### src/rtl/aux_addr_pkg.sv
package aux_addr_pkg;
  typedef enum logic [2:0] {
    MOD_NONE = 3'b000,
    MOD_INC  = 3'b001,
    MOD_DEC  = 3'b010,
    MOD_ADDX = 3'b011,
    MOD_SUBX = 3'b100
  } mod_code_e;
endpackage

### src/rtl/aux_ptr_reg.sv
module aux_ptr_reg #(
  parameter int PW = 3
) (
  input  logic          clk,
  input  logic          rst,
  input  logic          load,
  input  logic [PW-1:0] new_ptr,
  output logic [PW-1:0] ptr
);
  always_ff @(posedge clk) begin
    if (rst)       ptr <= '0;
    else if (load) ptr <= new_ptr;
  end
endmodule

### src/rtl/aux_step_calc.sv
module aux_step_calc
  import aux_addr_pkg::*;
#(
  parameter int DW = 16
) (
  input  logic [DW-1:0] base,
  input  logic [DW-1:0] idx,
  input  logic [2:0]    code,
  output logic [DW-1:0] next_val,
  output logic          changes
);
  localparam logic [DW-1:0] ONE = DW'(1);

  always_comb begin
    next_val = base;
    changes  = 1'b1;
    case (code)
      MOD_INC:  next_val = base + ONE;
      MOD_DEC:  next_val = base - ONE;
      MOD_ADDX: next_val = base + idx;
      MOD_SUBX: next_val = base - idx;
      default:  changes  = 1'b0;
    endcase
  end
endmodule

### src/rtl/aux_reg_bank.sv
module aux_reg_bank #(
  parameter int DW = 16,
  parameter int N  = 8,
  parameter int PW = 3
) (
  input  logic          clk,
  input  logic          rst,
  input  logic          upd_en,
  input  logic [PW-1:0] upd_sel,
  input  logic [DW-1:0] upd_val,
  input  logic          ld_en,
  input  logic [PW-1:0] ld_sel,
  input  logic [DW-1:0] ld_val,
  input  logic [PW-1:0] cur_sel,
  output logic [DW-1:0] cur_val,
  output logic [DW-1:0] idx_val,
  input  logic [PW-1:0] rd_sel,
  output logic [DW-1:0] rd_q
);
  logic [DW-1:0] regs [N];

  for (genvar i = 0; i < N; i++) begin : g_reg
    // explicit load takes priority over post-modify
    always_ff @(posedge clk) begin
      if (rst)
        regs[i] <= '0;
      else if (ld_en && ld_sel == PW'(i))
        regs[i] <= ld_val;
      else if (upd_en && upd_sel == PW'(i))
        regs[i] <= upd_val;
    end
  end

  assign cur_val = regs[cur_sel];
  assign idx_val = regs[0];

  always_ff @(posedge clk) begin
    if (rst) rd_q <= '0;
    else     rd_q <= regs[rd_sel];
  end
endmodule

### src/rtl/aux_addr_unit.sv
module aux_addr_unit #(
  parameter int DATA_W   = 16,
  parameter int NUM_REGS = 8,
  parameter int PTR_W    = $clog2(NUM_REGS)
) (
  input  logic              clk,
  input  logic              rst,
  input  logic              acc_en,
  input  logic [2:0]        mod_code,
  input  logic              ptr_load,
  input  logic [PTR_W-1:0]  ptr_new,
  input  logic              wr_en,
  input  logic [PTR_W-1:0]  wr_sel,
  input  logic [DATA_W-1:0] wr_data,
  input  logic [PTR_W-1:0]  rd_sel,
  output logic [DATA_W-1:0] addr_out,
  output logic              addr_vld,
  output logic [DATA_W-1:0] rd_data
);
  logic [PTR_W-1:0]  cur_ptr;
  logic [DATA_W-1:0] cur_val, idx_val, next_val;
  logic              changes;

  aux_ptr_reg #(.PW(PTR_W)) u_ptr (
    .clk(clk), .rst(rst), .load(ptr_load), .new_ptr(ptr_new), .ptr(cur_ptr)
  );

  aux_step_calc #(.DW(DATA_W)) u_calc (
    .base(cur_val), .idx(idx_val), .code(mod_code),
    .next_val(next_val), .changes(changes)
  );

  aux_reg_bank #(.DW(DATA_W), .N(NUM_REGS), .PW(PTR_W)) u_bank (
    .clk(clk), .rst(rst),
    .upd_en(acc_en && changes), .upd_sel(cur_ptr), .upd_val(next_val),
    .ld_en(wr_en), .ld_sel(wr_sel), .ld_val(wr_data),
    .cur_sel(cur_ptr), .cur_val(cur_val), .idx_val(idx_val),
    .rd_sel(rd_sel), .rd_q(rd_data)
  );

  always_ff @(posedge clk) begin
    if (rst) begin
      addr_out <= '0;
      addr_vld <= 1'b0;
    end else begin
      addr_vld <= acc_en;
      if (acc_en) addr_out <= cur_val;
    end
  end
endmodule

### config.mk
export PLATFORM = sky130hd
export DESIGN_NAME = aux_addr_unit
export DESIGN_NICKNAME = d
export VERILOG_FILES = /design/src/rtl/aux_addr_pkg.sv /design/src/rtl/aux_ptr_reg.sv /design/src/rtl/aux_step_calc.sv /design/src/rtl/aux_reg_bank.sv /design/src/rtl/aux_addr_unit.sv
export SDC_FILE = /design/constraint.sdc
export NUM_CORES = 1
export LEC_CHECK = 0
export ABC_AREA = 1
export BUFFER_PORTS_ARGS = -buffer_cell sky130_fd_sc_hd__buf_2
export CAP_MARGIN = 40
export CORE_MARGIN = 10
export CORE_UTILIZATION = 55
export CTS_CLUSTER_DIAMETER = 30
export DETAILED_ROUTE_END_ITERATION = 8
export GPL_TIMING_DRIVEN = 0
export PLACE_DENSITY = 0.7
export REMOVE_ABC_BUFFERS = 1
export SYNTH_ARGS = -nofsm -noshare
export SYNTH_HDL_FRONTEND = slang
export SYNTH_SLANG_ARGS = --single-unit
### constraint.sdc
create_clock -name clk -period 5.7 [get_ports clk]
set_clock_uncertainty 0.05 [all_clocks]
set_input_delay 0.855 -clock clk [delete_from_list [all_inputs] [get_ports clk]]
set_output_delay 0.855 -clock clk [all_outputs]
set_load 0.02 [all_outputs]
; Word-level counts from Yosys, hierarchy flattened
; Memory sizes are Yosys's and may differ from the RTL's. A register that Yosys moved wholly into a read port is not among the register bits.
; Index checks and enable logic that the tools add are counted.
[classes]
n_addsub = 4
n_mul = 0
n_div = 0
order_cmp = 0
eq_ne = 18
shifts = 0
n_mux = 78
bitwise = 16
reduce_logical = 20
[ops]
columns = operator, n
row1 = two-way mux 16 bit, 16
row2 = one-hot mux 16 bit (4 select lines), 1
row3 = two-way mux 1 bit, 59
row4 = == test 3 bit (second input constant), 9
row5 = == test 3 x 2 -> 1 bit (second input constant), 6
row6 = logical AND 1 bit, 17
row7 = adder 16 x 1 -> 16 bit (second input constant), 1
row8 = adder 16 bit, 1
row9 = bitwise OR 1 bit, 16
row10 = subtractor 16 x 1 -> 16 bit (second input constant), 1
row11 = subtractor 16 bit, 1
row12 = == test 3 x 1 -> 1 bit (second input constant), 3
row13 = zero test 3 bit, 2
row14 = two-way mux 3 bit, 2
row15 = OR reduction 4 bit, 1
[totals]
reg_bits = 20
latch_bits = 0
ramBits = 128
romBits = 0
inputBits = 33
output_inout_bits = 33
wordCells = 140
n_memories = 1
[memory_table]
columns = memory, depth, width, rd, rd_ports_with_merged_regs, write_ports, line
row1 = u_bank.regs, 8, 16, 3, 2, 8, aux_reg_bank.sv:20  ; logic [DW-1:0] regs [N];

; Longest topological paths before layout
; Gate-level depths: netlist of the first run.
[logic_depth]
word_depth = 10
depth_mapped = 27
depth_no_buf = 27

; Hierarchy
; From an unflattened synthesis of the first run, not the netlist that was laid out.
[hier_totals]
hier_cells = 1671
area_unflattened_um2 = 11506.0
[by_module_without_submodules]
columns = module, instances, cells_each, area_each_um2, seq_area_each_um2
row1 = aux_reg_bank, 1, 1249, 9061.2, 4164.0
row2 = aux_step_calc, 1, 296, 1612.8, 0.0
row3 = aux_addr_unit, 1, 107, 711.9, 340.3
row4 = aux_ptr_reg, 1, 19, 120.1, 60.1

; Least setup slack after synthesis of the first run
; No wires, ideal clock.
[synth_timing]
path_type = input port to flip-flop
start = input mod_code[1]
end = memory u_bank.regs[0][14] (data pin)
setup_ns = 0.262
arrival_ns = 3.080
t_required_ns = 5.388
slack_ns = 2.307
path_stages = 16
n_path_buf = 1
cell_sequence = nor2_1 inv_1 nand2_1 o21ai_0 clkbuf_1 a211oi_1 ha_1 a21oi_1 nand2_1 a21oi_1 nand3b_1 nand2_1 nand2_1 nand3_1 nand3_1 o21ai_0
[synth_rtl]
columns = item, line
row1 = start: declaration, aux_addr_unit.sv:9  ; input logic [2:0] mod_code,
row2 = end: declaration, aux_reg_bank.sv:20

==> results of run 1 <==
## logic make-up after synthesis
| logic type | after synthesis | synth area share |
|---|---|---|
| fa+ha+maj | 17 | 0.02119 |
| xor+xnor | 12 | 0.01011 |
| flops | 167 | 0.4449 |
| simple gates | 382 | 0.1559 |
| buf+inv | 250 | 0.09739 |
| compound gates | 509 | 0.2705 |
## cell usage after synthesis, drive strengths merged, types with 2 or more instances
| library cell | instances |
|---|---|
| xor2 | 8 |
| dfxtp | 39 |
| o21ai | 277 |
| edfxtp | 128 |
| a31oi | 19 |
| xnor2 | 4 |
| nor3 | 8 |
| o21a | 12 |
| o211ai | 13 |
| nor2 | 138 |
| inv | 169 |
| nand4 | 2 |
| a21oi | 107 |
| clkbuf | 52 |
| nand3b | 2 |
| nand3 | 50 |
| nand2 | 181 |
| a211oi | 5 |
| o21bai | 2 |
| ha | 16 |
| buf | 28 |
| o221ai | 2 |
| o22ai | 70 |
## metal layers
layer  routed length (um)  GRT usage  up-vias
li1                     -          -     4687
met1                13100     0.3425     4600
met2                16510     0.4708      606
met3                 3475    0.05049      124
met4                 1621     0.1532        0
met5                    0          0        -
## critical path, stage by stage (launching register included)
cell      delay (ns)
dfxtp_4         0.46
buf_16          0.30
inv_1           0.44
buf_16          0.31
nor2_1          0.09
o21ai_0         0.09
o21ai_1         0.48
inv_1           0.20
ha_1            0.34
nand3_1         0.08
nand2_1         0.16
nand2_1         0.10
nand2_1         0.11
nand3b_1        0.11
nand2_1         0.08
nand2_1         0.07
inv_1           0.05
o21ai_1         0.50
nand3_1         0.19
o21ai_1         0.11
## state kept, by name, summed over array words and instances, names as in the netlist, named ones only
signal       cells
addr_out        16
u_ptr.ptr        3
u_bank.regs    128
addr_vld         1
u_bank.rd_q     16
## worst max path at each step
stage              from                 end  slack (ns)  cells after the start
4_1_cts        register  u_bank.regs[5][13]        1.22                     18
3_3_place_gp   register  u_bank.regs[5][13]       -1.72                     16
2_1_floorplan  register  u_bank.regs[2][14]        1.06                     16
6_report       register  u_bank.regs[5][13]        1.17                     19
5_1_grt        register  u_bank.regs[5][13]        0.96                     19
3_5_place_dp   register  u_bank.regs[5][13]        1.22                     18
## per-stage QoR
stage / setup TNS [ns] / worst slack, ns / area, um2 / utilization / total power, W
after floorplan: 0 / 1.061 / 10030 / - / 0.001964
after global placement: -162.17 / -1.721 / 10650 / 0.5711 / 0.002221
after detailed placement: 0 / 1.216 / 11040 / 0.5920 / 0.002263
after CTS: 0 / 1.219 / 11660 / 0.6254 / 0.003452
after global routing: 0 / 0.9555 / 11660 / 0.6254 / 0.003608
final: 0 / 1.174 / 11660 / 0.6254 / 0.003467
## power by group through the flow
| stage | clock (W) | combinational [W] | sequential (W) |
|---|---|---|---|
| after CTS | 0.00121 | 0.000809 | 0.00143 |
| after detailed placement | 0 | 0.000805 | 0.00146 |
| after global routing | 0.00127 | 0.000898 | 0.00144 |
| after global placement | 0 | 0.000748 | 0.00147 |
| final | 0.00121 | 0.000821 | 0.00143 |
| after floorplan | 0 | 0.000487 | 0.00148 |
## layout make-up
class                   count  area (um2)  area share
multi-input cells         920        4757      0.4080
flip-flops and latches    167        4629      0.3971
repair buffers             83       709.4     0.06085
inverters                 170       648.1     0.05559
clock buffers              22       518.0     0.04443
well taps                 234       292.8     0.02511
clock inverters            10       103.9    0.008908
## placed cells by master, fill, tap and decap left out, types with 9 or more instances in the layout
cell type	count
a21oi_1	106
nor2_1	133
o22ai_1	70
inv_1	156
edfxtp_1	128
ha_1	16
nand3_1	47
dfxtp_1	37
buf_16	9
inv_2	9
clkbuf_16	20
o21ai_0	249
o21a_1	12
buf_2	64
nand2_1	174
a31oi_1	19
o21ai_1	22
==> metrics, run 1 <==
type of origin of the critical path register; CP Max Fanout 82; Min Hold Slack 0.4724 ns; WL final 34700 um; clock power share 0.350; GRT overflow 0; switch share 0.3252; drt wl/cell 21.61 um; largest net degree at the start of global routing 83; clock root buffer clkbuf_16; leading area contributor after synthesis edfxtp_1; VDD IR max 206.6 uV; DRC 0; Total Routing Usage GR 0.2833; initial antenna violation count 0; Std-Cell Rows 50; Non-Filler Instances 1606; Hold Buf Count CTS 0; first-pass GRT wire length 53730 um; number of synthesized flops with an enable pin 128; CP Capture Type register; post-synthesis sequential area ratio 0.4449; final worst-path cycle share 0.7941; die height 157.5 um; Yosys reg bits 167; via count 10020; Critical Path AT 4.76 ns; Final min period 4.526 ns; routed vias/inst 6.237; Crit Path Class reg -> reg; post-synth top area share 0.3698; P_int 0.002340 W; fraction of layout cells with a size suffix above 1 0.1152; clock-pin slew on the worst setup and hold paths 0.07 ns; Mapped Area 0.01039 mm2; CTS buffer count 17; Port-buffer cells 65; placed insts 1574; ys async rst share 0; FILL cells 1659; syn_area_per_cell 7.774 um2; status complete, no violations; Worst EP required 5.93 ns; die area 0.02480 mm2; Antenna Cells 0; Cells after Synth 1337; leakage 4.890 nW; final slew viol count 0; die width 157.5 um; clk_lat worst skew 0.44 ns; vias in the first global route 9697; synth warn 0; CTS sink cnt 167; synthesis-to-finish area growth 12.17%; Nets 1409; ranking of synthesized cells by area edfxtp_1, o21ai_0, dfxtp_1; Post-CTS Resized 0; initial DRC count 1092; HP Start addr_out[5]; Power Dens Cells 297.4 mW/mm2; reg2reg path depth 19; Psw 0.001128 W; Netlist cell types 46; H-tree levels 4; Worst-Margin Slew 0.9176 ns; worst hold path class reg -> reg; I/O pins 66; CTS tree built; Final ANT Viol Nets 0; core area 0.01864 mm2; # setup viols final 0; Initial Util 0.5575; max frequency 0.2209 GHz; RSZ-0062 raised after global routing false; dpl hpwl 23490 um; r2r setup slk 1.17 ns; drt first pass iters 5; WHS Path Cells 2; Worst Hold End addr_out[5]; Setup Buffers After CTS 0; final hold violations 0; Max-Cap Viols 0; relative slew slack 0.3868; Post-synth top flop edfxtp_1; GPL Wtd Cong 0.9793; R2R Path End u_bank.regs[5][13]; part of the power in registers 0.413; Logic pwr share 0.237; Bufs on Longest Clock Path 2
Power figures use the tool's default switching activity.
==> inputs of run 2 (changes only) <==
--- a/config.mk
+++ b/config.mk
@@ -13,7 +13,7 @@
 export CTS_CLUSTER_DIAMETER = 30
 export DETAILED_ROUTE_END_ITERATION = 8
 export GPL_TIMING_DRIVEN = 0
-export PLACE_DENSITY = 0.7
+export PLACE_DENSITY = 0.73
 export REMOVE_ABC_BUFFERS = 1
 export SYNTH_ARGS = -nofsm -noshare
 export SYNTH_HDL_FRONTEND = slang
==> constraint.sdc (replaced) <==
create_clock -name clk -period 3.67 [get_ports clk]
set_clock_uncertainty 0.05 [all_clocks]
set_input_delay 0.5505 -clock clk [delete_from_list [all_inputs] [get_ports clk]]
set_output_delay 0.5505 -clock clk [all_outputs]
set_load 0.02 [all_outputs]
==> metrics, run 2 (same netlist as run 1, synthesis figures left out) <==
status complete, no violations; GPL Wtd Cong 0.9756; via count 10440; Max-Cap Viols 0; fin area 0.01214 mm2; Setup Total Neg Slack 0 ns; CP Capture Type register; first-pass GRT wire length 53450 um; Critical Path AT 3.62 ns; H-tree levels 4; relative slew slack 0.4049; Largest Register u_bank.regs; Bufs on Longest Clock Path 2; Power Dens Cells 463.9 mW/mm2; synthesis-to-finish area growth 16.76%; I/O pins 66; routed vias/inst 6.414; Min Hold Slack 0.3944 ns; clk_lat worst skew 0.44 ns; CTS buffer count 17; die height 157.5 um; clock-pin slew on the worst setup and hold paths 0.07 ns; commonest cells after routing, fill and taps aside o21ai_0, nand2_1, inv_1; max reg flops 128; Std-Cell Rows 50; vias in the first global route 9655; Total Routing Usage GR 0.2832; DRC 0; max frequency 0.2834 GHz; CTS tree built; initial antenna violation count 0; fraction of layout cells with a size suffix above 1 0.1673; GRT overflow 0; # setup viols final 0; initial DRC count 1465; Worst EP required 3.76 ns; WL final 36050 um; CP Max Fanout 33; Layout Utilization 0.6509; largest registers u_bank.regs x128, addr_out x16, u_bank.rd_q x16; die area 0.02480 mm2; Nets 1430; leakage 5.044 nW; final worst-path cycle share 0.9616; final slew viol count 0; Initial Util 0.5575; placed cell area 0.01104 mm2; drt first pass iters 6; dpl hpwl 23150 um; CTS sink cnt 167; worst hold path class in -> reg; largest net degree at the start of global routing 69; Crit Path Class reg -> reg; drt wl/cell 22.15 um; final hold violations 0; type of origin of the critical path register; Worst-Margin Slew 0.8904 ns; Final ANT Viol Nets 0; VDD IR max 349.9 uV; die width 157.5 um; clock root buffer clkbuf_16; PnR Total Power 0.005630 W; Final min period 3.529 ns; Port-buffer cells 65; Antenna Cells 0; core area 0.01864 mm2; commonest non-fill, non-tap cell in the layout o21ai_0
[run 2: final cells by class]
| type | instances | area (um2) |
|---|---|---|
| flip-flops and latches | 167 | 4633 |
| inverters | 170 | 651.9 |
| clock inverters | 7 | 98.84 |
| repair buffers | 104 | 890.9 |
| well taps | 234 | 292.8 |
| fillers | 1592 | 6507 |
| clock buffers | 25 | 560.5 |
| multi-input cells | 920 | 5007 |
[run 2: final timing paths]
check | depth (start not counted) | startpoint | slack [ns] | endpoint
setup reg to reg | 17 | register | 0.14 | u_bank.regs[7][14]
setup / recovery | 17 | register | 0.14 | u_bank.regs[7][14]
hold / removal | 3 | ptr_new[0] | 0.39 | u_ptr.ptr[0]
hold reg to reg | 2 | addr_out[4] | 0.47 | addr_out[4]
[run 2: per-layer routing]
| layer | wire length [um] | GRT usage | up-vias |
|---|---|---|---|
| li1 | - | - | 4728 |
| met1 | 12620 | 0.3301 | 4730 |
| met2 | 16980 | 0.4648 | 794 |
| met3 | 4165 | 0.05650 | 183 |
| met4 | 2279 | 0.1879 | 0 |
| met5 | 0 | 0 | - |
[run 2: timing repair]
| item | CTS | global route |
|---|---|---|
| gates cloned | 1 | 0 |
| pin swaps | 2 | 23 |
| gates resized for setup | 16 | 58 |
| hold buffers | 0 | 0 |
| setup endpoints to repair | 105 | 70 |
| buffers inserted | 6 | 13 |
[run 2: critical path, stage by stage (launching register included)]
cell and delay [ns]:
dfxtp_4 0.36, buf_4 0.15, bufbuf_16 0.31, o21ai_0 0.25, o21ai_0 0.18, o21ai_2 0.30
inv_1 0.08, ha_1 0.37, a21oi_2 0.21, nor2_1 0.06, nor2_1 0.17, nor2_1 0.08
nor2_1 0.13, nand2_1 0.07, nand2_1 0.10, nand3_4 0.14, nand3_1 0.11, o21ai_0 0.09
[run 2: per-stage QoR]
stage	cells	setup WS, ns
2_1_floorplan	1257	-0.9687
3_3_place_gp	1556	-3.688
3_5_place_dp	1575	-0.8843
4_1_cts	1614	0.002520
5_1_grt	1627	-0.04926
6_report	1627	0.1408
[run 2: power breakdown]
part / total (W) / internal [W] / leakage (nW) / switching, W
Combinational: 0.00142 / 0.000458 / 3.06 / 0.000962
Sequential: 0.00222 / 0.00215 / 1.66 / 0.0000678
Clock: 0.00199 / 0.00121 / 0.321 / 0.000780
Total: 0.00563 / 0.00382 / 5.04 / 0.00181
==> inputs of run 3 (changes only) <==
--- a/config.mk
+++ b/config.mk
@@ -10,9 +10,11 @@
 export CAP_MARGIN = 40
 export CORE_MARGIN = 10
 export CORE_UTILIZATION = 55
+export CTS_BUF_LIST = sky130_fd_sc_hd__clkbuf_4 sky130_fd_sc_hd__clkbuf_8 sky130_fd_sc_hd__clkbuf_16
 export CTS_CLUSTER_DIAMETER = 30
 export DETAILED_ROUTE_END_ITERATION = 8
 export GPL_TIMING_DRIVEN = 0
+export MAX_ROUTING_LAYER = met4
 export PLACE_DENSITY = 0.73
 export REMOVE_ABC_BUFFERS = 1
 export SYNTH_ARGS = -nofsm -noshare
==> metrics, run 3 (same netlist as run 1, synthesis figures left out) <==
status complete, no violations; CTS tree built; die area 0.02480 mm2; Critical Path AT 3.75 ns; die width 157.5 um; Hold Buf Count CTS 0; Antenna Cells 0; Layout Utilization 0.6463; Final ANT Viol Nets 0; via count 10390; Worst Hold End u_ptr.ptr[0]; type of origin of the critical path register; clock-pin slew on the worst setup and hold paths 0.07 ns; setup slack after layout 0.06974 ns; largest registers u_bank.regs x128, addr_out x16, u_bank.rd_q x16; drt wl/cell 22.50 um; Seq. cell area 0.004633 mm2; placed insts 1574; Worst-Margin Slew 0.8531 ns; Bufs on Longest Clock Path 2; commonest cells after routing, fill and taps aside o21ai_0, nand2_1, inv_1; Crit Path Class reg -> reg; Max-Cap Viols 0; Multi-input gate area 0.005061 mm2; Total Routing Usage GR 0.2960; drt first pass iters 5; dpl hpwl 23360 um; clock root buffer clkbuf_16; leakage 4.972 nW; fraction of layout cells with a size suffix above 1 0.1718; WHS Path Cells 3; final hold violations 0; Final min period 3.600 ns; Nets 1422; relative slew slack 0.4306; placed cell area 0.01104 mm2; CP Max Fanout 8; Port-buffer cells 65; core area 0.01864 mm2; commonest non-fill, non-tap cell in the layout o21ai_0; initial antenna violation count 0; H-tree levels 4; GRT overflow 0; HP Start ptr_new[0]; Worst EP required 3.82 ns; R2R Path End u_bank.regs[4][10]; Non-Filler Instances 1619; CTS buffer count 17; r2r setup slk 0.07 ns; GPL Wtd Cong 0.9626; largest net degree at the start of global routing 69; DRC 0; Largest Register u_bank.regs; final worst-path cycle share 0.9810; Power Dens Cells 453.4 mW/mm2; max reg flops 128; first-pass GRT wire length 54050 um; final slew viol count 0; Reg2Reg Launch Point u_bank.regs[0][5]; routed vias/inst 6.418; CTS sink cnt 167; CP Capture Type register; VDD IR max 357.3 uV; clk_lat worst skew 0.45 ns; vias in the first global route 9782; # setup viols final 0; synthesis-to-finish area growth 15.93%; die height 157.5 um; max frequency 0.2778 GHz; FILL cells 1606; fin area 0.01205 mm2; worst hold path class in -> reg; Initial Util 0.5575; initial DRC count 1459; I/O pins 66; Std-Cell Rows 50; PnR Total Power 0.005463 W; reg2reg path depth 17; Placement Setup Slack -0.8922 ns; WL final 36430 um
==> run 3: changes by cell type in the layout (fill, tap and decap cells not counted), moves of 3 or more <==
cell | previous run | this run
buf_4 | 21 | 14
clkbuf_16 | 21 | 17
inv_6 | 1 | 4
inv_8 | 0 | 3
nand2_1 | 163 | 160
o21ai_0 | 243 | 240
==> run 3: area by class of cell <==
cell class,count,share of cell area
timing repair buffer,96,0.06937
inverter,170,0.05410
clock inverter,14,0.01173
sequential,167,0.3845
multi-input combinational,920,0.4200
tap,234,0.02430
clock buffer,18,0.03593
==> run 3: worst max path at each step <==
| stage | from | end | slack [ns] | cells after the start |
|---|---|---|---|---|
| 2_1_floorplan | register | u_bank.regs[2][14] | -0.97 | 16 |
| 6_report | u_bank.regs[0][5] | u_bank.regs[4][10] | 0.07 | 17 |
| 3_5_place_dp | register | u_bank.regs[0][8] | -0.89 | 17 |
| 4_1_cts | u_bank.regs[0][1] | u_bank.regs[0][15] | 0.02 | 23 |
| 5_1_grt | u_bank.regs[0][5] | u_bank.regs[0][14] | -0.09 | 18 |
| 3_3_place_gp | register | u_bank.regs[6][13] | -3.61 | 16 |
==> run 3: where the power goes <==
group | total, W | internal (W) | switching, W
Sequential | 0.00222 | 0.00215 | 0.0000717
Clock | 0.00181 | 0.000963 | 0.000844
Combinational | 0.00143 | 0.000463 | 0.000969
==> run 3: timing repair <==
item,CTS,global route
buffers inserted,6,6
hold endpoints to repair,0,0
endpoints found under the setup margin,104,74
resized for setup,19,71
gates cloned,1,0
pin swaps,3,26
==> run 3: per-stage QoR <==
| stage | setup TNS [ns] | hold WS (ns) |
|---|---|---|
| after floorplan | -88.22 | 0.4374 |
| after global placement | -469.67 | 0.4554 |
| after detailed placement | -57.65 | 0.4553 |
| after CTS | 0 | 0.3763 |
| after global routing | -0.8537 | 0.3914 |
| final | 0 | 0.3800 |
==> run 3: metal layers <==
layer	global-route usage	up-vias	routed length, um
met5	-	-	0
met4	0.1714	0	2115
met3	0.04940	174	4272
met2	0.4728	752	17140
met1	0.3482	4740	12900
li1	-	4724	-
==> run 3: worst max-delay path: stages, from the launching register on <==
cell and delay [ns]:
edfxtp_1 0.50, nor2_1 0.23, nand2_1 0.09, nor2_2 0.21, inv_1 0.12, nor2_1 0.14
a21oi_1 0.10, a211oi_1 0.34, ha_1 0.34, inv_1 0.12, o21bai_1 0.13, nor2_2 0.18
nand3_1 0.12, xor2_1 0.17, nand2_1 0.08, nand2_2 0.14, o21ai_0 0.22, inv_1 0.06
